==> src/rtl/cpuclk_pkg.sv <==
package cpuclk_pkg;
  localparam int unsigned CODE_W_DEF = 3;

  typedef enum logic [0:0] {
    PH_HIGH = 1'b0,
    PH_LOW  = 1'b1
  } cpu_phase_e;
endpackage

==> src/rtl/cpuclk_stall_merge.sv <==
module cpuclk_stall_merge #(
  parameter int N_SRC = 2
) (
  input  logic [N_SRC-1:0] req,
  output logic             stall
);
  logic [N_SRC:0] chain;

  assign chain[0] = 1'b0;

  generate
    for (genvar i = 0; i < N_SRC; i++) begin : g_or
      assign chain[i+1] = chain[i] | req[i];
    end
  endgenerate

  assign stall = chain[N_SRC];
endmodule

==> src/rtl/cpuclk_period_cnt.sv <==
module cpuclk_period_cnt #(
  parameter int CODE_W = 3
) (
  input  logic              clk,
  input  logic              rst_n,
  input  logic [CODE_W-1:0] code_in,
  input  logic              stall,
  output logic              last,
  output logic [CODE_W-1:0] act_code
);
  logic [CODE_W-1:0] cnt;
  logic              wrap;

  assign last = (cnt == act_code);
  assign wrap = last & ~stall;

  always_ff @(posedge clk or negedge rst_n) begin
    if (!rst_n) begin
      cnt      <= '0;
      act_code <= '0;
    end else if (wrap) begin
      cnt      <= '0;
      act_code <= code_in;
    end else if (!stall) begin
      cnt <= cnt + 1'b1;
    end
  end

  AST_CNT_IN_RANGE: assert property (@(posedge clk) disable iff (!rst_n)
    cnt <= act_code);

  AST_STALL_FREEZE: assert property (@(posedge clk) disable iff (!rst_n)
    stall |=> (cnt == $past(cnt)));

  AST_CODE_HOLD: assert property (@(posedge clk) disable iff (!rst_n)
    !wrap |=> (act_code == $past(act_code)));
endmodule

==> src/rtl/cpuclk_phase_out.sv <==
module cpuclk_phase_out
  import cpuclk_pkg::*;
(
  input  logic rst_n,
  input  logic last,
  input  logic stall,
  output logic cpu_en,
  output logic cpu_clk_hi
);
  cpu_phase_e phase;

  always_comb begin
    if (rst_n && last && !stall) phase = PH_LOW;
    else                         phase = PH_HIGH;
  end

  assign cpu_en     = (phase == PH_LOW);
  assign cpu_clk_hi = (phase == PH_HIGH);
endmodule

==> src/rtl/cpu_clk_prescaler.sv <==
module cpu_clk_prescaler #(
  parameter int CODE_W = cpuclk_pkg::CODE_W_DEF
) (
  input  logic              clk,
  input  logic              rst_n,
  input  logic [CODE_W-1:0] presc_code,
  input  logic              mem_wait,
  input  logic              bus_hold,
  output logic              cpu_en,
  output logic              cpu_clk_hi,
  output logic              periph_en
);
  localparam int N_STALL = 2;

  logic [N_STALL-1:0] stall_req;
  logic               stall;
  logic               last;
  logic [CODE_W-1:0]  act_code;

  assign stall_req = {bus_hold, mem_wait};

  cpuclk_stall_merge #(.N_SRC(N_STALL)) u_merge (
    .req   (stall_req),
    .stall (stall)
  );

  cpuclk_period_cnt #(.CODE_W(CODE_W)) u_cnt (
    .clk      (clk),
    .rst_n    (rst_n),
    .code_in  (presc_code),
    .stall    (stall),
    .last     (last),
    .act_code (act_code)
  );

  cpuclk_phase_out u_phase (
    .rst_n      (rst_n),
    .last       (last),
    .stall      (stall),
    .cpu_en     (cpu_en),
    .cpu_clk_hi (cpu_clk_hi)
  );

  assign periph_en = rst_n;

  AST_STALL_HIGH: assert property (@(posedge clk) disable iff (!rst_n)
    (mem_wait || bus_hold) |-> (cpu_clk_hi && !cpu_en));

  AST_PASS_THRU: assert property (@(posedge clk) disable iff (!rst_n)
    (act_code == '0 && !mem_wait && !bus_hold) |-> cpu_en);
endmodule

==> config.mk <==
export PLATFORM = sky130hd
export DESIGN_NAME = cpu_clk_prescaler
export DESIGN_NICKNAME = d
export VERILOG_FILES = /design/src/rtl/cpuclk_pkg.sv /design/src/rtl/cpuclk_stall_merge.sv /design/src/rtl/cpuclk_period_cnt.sv /design/src/rtl/cpuclk_phase_out.sv /design/src/rtl/cpu_clk_prescaler.sv
export SDC_FILE = /design/constraint.sdc
export NUM_CORES = 1
export LEC_CHECK = 0
export ABC_CLOCK_PERIOD_IN_PS = 1800
export BUFFER_PORTS_ARGS = -buffer_cell sky130_fd_sc_hd__buf_2
export CAP_MARGIN = 20
export CORE_AREA = 8 8 45 47
export DETAILED_ROUTE_END_ITERATION = 7
export DIE_AREA = 0 0 53 55
export PLACE_DENSITY_LB_ADDON = 0.12
export SYNTH_ARGS = -nofsm -noshare
export SYNTH_HDL_FRONTEND = slang
export SYNTH_HIERARCHICAL = 1
export SYNTH_SLANG_ARGS = --single-unit
export TNS_END_PERCENT = 1
==> constraint.sdc <==
create_clock -name clk -period 1.8 [get_ports clk]
set_input_delay 0.09 -clock clk [delete_from_list [all_inputs] [get_ports clk]]
set_output_delay 0.09 -clock clk [all_outputs]
set_load 0.005 [all_outputs]
==> flow_summary.json <==
{
  "reg2reg_from": "u_cnt/cnt[0]",
  "avgSynthCellArea_sq_um": 10.9,
  "finalCritPeriodShare_pct": 88.7,
  "clockBufferDepth": 2,
  "nNetsFinal": 54,
  "pwr_density_cell_nw_per_um2": 1530,
  "status": "finished, final reports clean",
  "tns_ns": 0,
  "numCtsBuffers": 3,
  "num_vias": 267,
  "rsz0062_at_grt": "false",
  "drive_gt1_share_pct": 40.9,
  "grt_pass1_wl_mm": 1.25,
  "place_congestion": 0.677,
  "drt_first_iter_violations": 2,
  "io_pins": 10,
  "crit_path_cell_trace": "xor2_1 -> nor3_2 -> and3b_1 -> buf_2",
  "cts_num_sinks": 6,
  "yosysTopAreaCell": "dfrtp_1",
  "route.detailed.drc": 0,
  "final-hold-violation-count": 0,
  "slew_headroom_pct": 69.0,
  "crit_type": "register to primary output",
  "fin_cells": 60,
  "wl_per_cell_um": 12.1,
  "grt_busiest_layer": "met2",
  "p_sw_mw": 0.278,
  "die_area_sq_um": 2920,
  "cp_data_arrival_time_ns": 1.51,
  "place_area_sq_um": 408,
  "postCtsSetupRepairBufs": 0,
  "worst_path_largest_cell_delay_ns": 0.42,
  "grtUsageMet3_pct": 2.41,
  "synth_nets": 40,
  "routed_wl_um": 725,
  "p_leak_nw": 0.206,
  "initial_utilization_pct": 25.3,
  "async_flop_share_pct": 100,
  "max_clock_freq_mhz": 626,
  "cp-end-kind": "primary output",
  "grt_usage_pct": 6.10,
  "dp_hpwl_um": 530,
  "core.rowCount": 14,
  "synth_edf_count": 0,
  "clock_latency_ns": 0.24,
  "min_from": "presc_code[2]",
  "setup_viol": 0,
  "numPortBuffers": 9,
  "area_growth_pct": 27.1,
  "netlist_area_sq_um": 350,
  "fin_skew_ns": 0.00476,
  "postLayoutCoreUtil_pct": 32.2,
  "critPathBufInv": 1,
  "dieHeight_um": 55,
  "crit_fanout": 4,
  "swShare_pct": 40.9,
  "ir_worst_vdd_mv": 0.570,
  "p_int_mw": 0.402,
  "antenna_found_initial": 0,
  "startpoint": "u_cnt/cnt[1]",
  "whs_ns": 0.0826,
  "overflow": 0,
  "vias_per_cell": 4.45,
  "grt_use_met2_pct": 7.62,
  "cp-start-kind": "register",
  "netlist_top_cells_count": "dfrtp_1, mux2_2, nand2_1, xor2_1",
  "core_area_sq_um": 1380,
  "final_antenna_net_count": 0,
  "synth_cells": 32,
  "ys_seq_elements": 6,
  "synth.area.top_cells": "dfrtp_1, mux2_2, xor2_1",
  "placed_cells": 56,
  "synth_ff_type": "dfrtp_1",
  "n_antenna_cell": 0,
  "clockRootBuffer": "clkbuf_4",
  "gr-usage-met1_pct": 7.40,
  "cts-htree-levels": 1,
  "yosys.area.top_type_share_pct": 42.9,
  "clkPwrFrac_pct": 18.1,
  "worstMarginPinSlew_ns": 0.464,
  "post-synth-top-count-cell": "dfrtp_1",
  "critPathSlowestCell": "xor2_1",
  "fillers": 143,
  "seqPwrFrac_pct": 38.1,
  "slew_viol_final": 0,
  "cp_top_family": "XOR/XNOR gates",
  "grt_pass1_vias": 290,
  "clk_pin_slew_ns": 0.05,
  "stdcell_area_sq_um": 445,
  "finalCriticalPeriod_ns": 1.60,
  "grt_max_degree": 11,
  "cts_tree": "yes",
  "seq_area_frac_synth_pct": 42.9,
  "ys_types": 19,
  "cap_violations": 0,
  "required_ns": 1.71,
  "dr.pass1.iters": 2,
  "yosys_warnings": 6,
  "combPwrFrac_pct": 43.7,
  "fp.dieW_um": 53,
  "min_path_type": "input pin to register"
}
-- final timing paths --
path                                endpoint  slack (ns)  cells past startpoint
hold reg to reg            u_cnt/act_code[1]        0.53                      1
min in group asynchronous       u_cnt/cnt[0]        0.22                      2
setup / recovery                      cpu_en        0.20                      4
setup reg to reg           u_cnt/act_code[0]        0.33                      3
max in group asynchronous  u_cnt/act_code[2]        1.41                      2
hold / removal             u_cnt/act_code[2]        0.08                      2
-- through the flow --
step / setup WS, ns / power [mW]
finish: 0.203 / 0.680
global route: 0.101 / 0.749
CTS: 0.115 / 0.677
detailed placement: 0.338 / 0.543
global placement: 0.363 / 0.544
floorplan: 0.418 / 0.482
-- registers in the layout, summed over array words and instances (netlist names) --
name            cells
u_cnt/act_code      3
u_cnt/cnt           3
-- power groups by stage --
stage               registers (mW)  logic, mW  clock network (mW)
global placement             0.261      0.283                   0
detailed placement           0.261      0.283                   0
finish                       0.259      0.297               0.123
CTS                          0.259      0.287               0.132
global route                 0.273      0.338               0.138
floorplan                    0.248      0.234                   0
-- logic make-up after synthesis --
family          share of synthesized area (%)
compound gates                           8.93
xor+xnor                                 7.50
fa+ha+maj                                3.57
buf+inv                                  3.21
flops                                    42.9
mux                                      9.64
simple gates                             24.3
-- placed cells by master (no fill, tap or decap), types with 2 or more instances in the layout --
master	synthesis	routed
nand2b_1	2	2
o21ai_0	2	2
xor2_1	3	3
nand2_1	3	3
dfrtp_1	6	6
clkbuf_4	0	3
buf_2	0	9
mux2_2	3	3
-- layout make-up --
cell class / instances / area [sq um] / share of cell area (%)
Clock buffer: 3 / 22.5 / 5.06
Inverter: 1 / 3.75 / 0.843
Multi-Input combinational cell: 24 / 194 / 43.5
Sequential cell: 6 / 150 / 33.7
Tap cell: 16 / 20.0 / 4.49
Timing Repair Buffer: 10 / 55.1 / 12.4
-- routing by layer --
layer	part of all wire, %	vias up
met4	0	0
met2	45	5
met5	0	-
met3	4.7	0
met1	50	124
li1	-	138
-- timing repair --
item,CTS,global route
hold endpoints to repair,6,0
endpoints found under the setup margin,0,1
gates resized for setup,0,1
hold buffers,1,0
(Power assumes the default switching activity.)
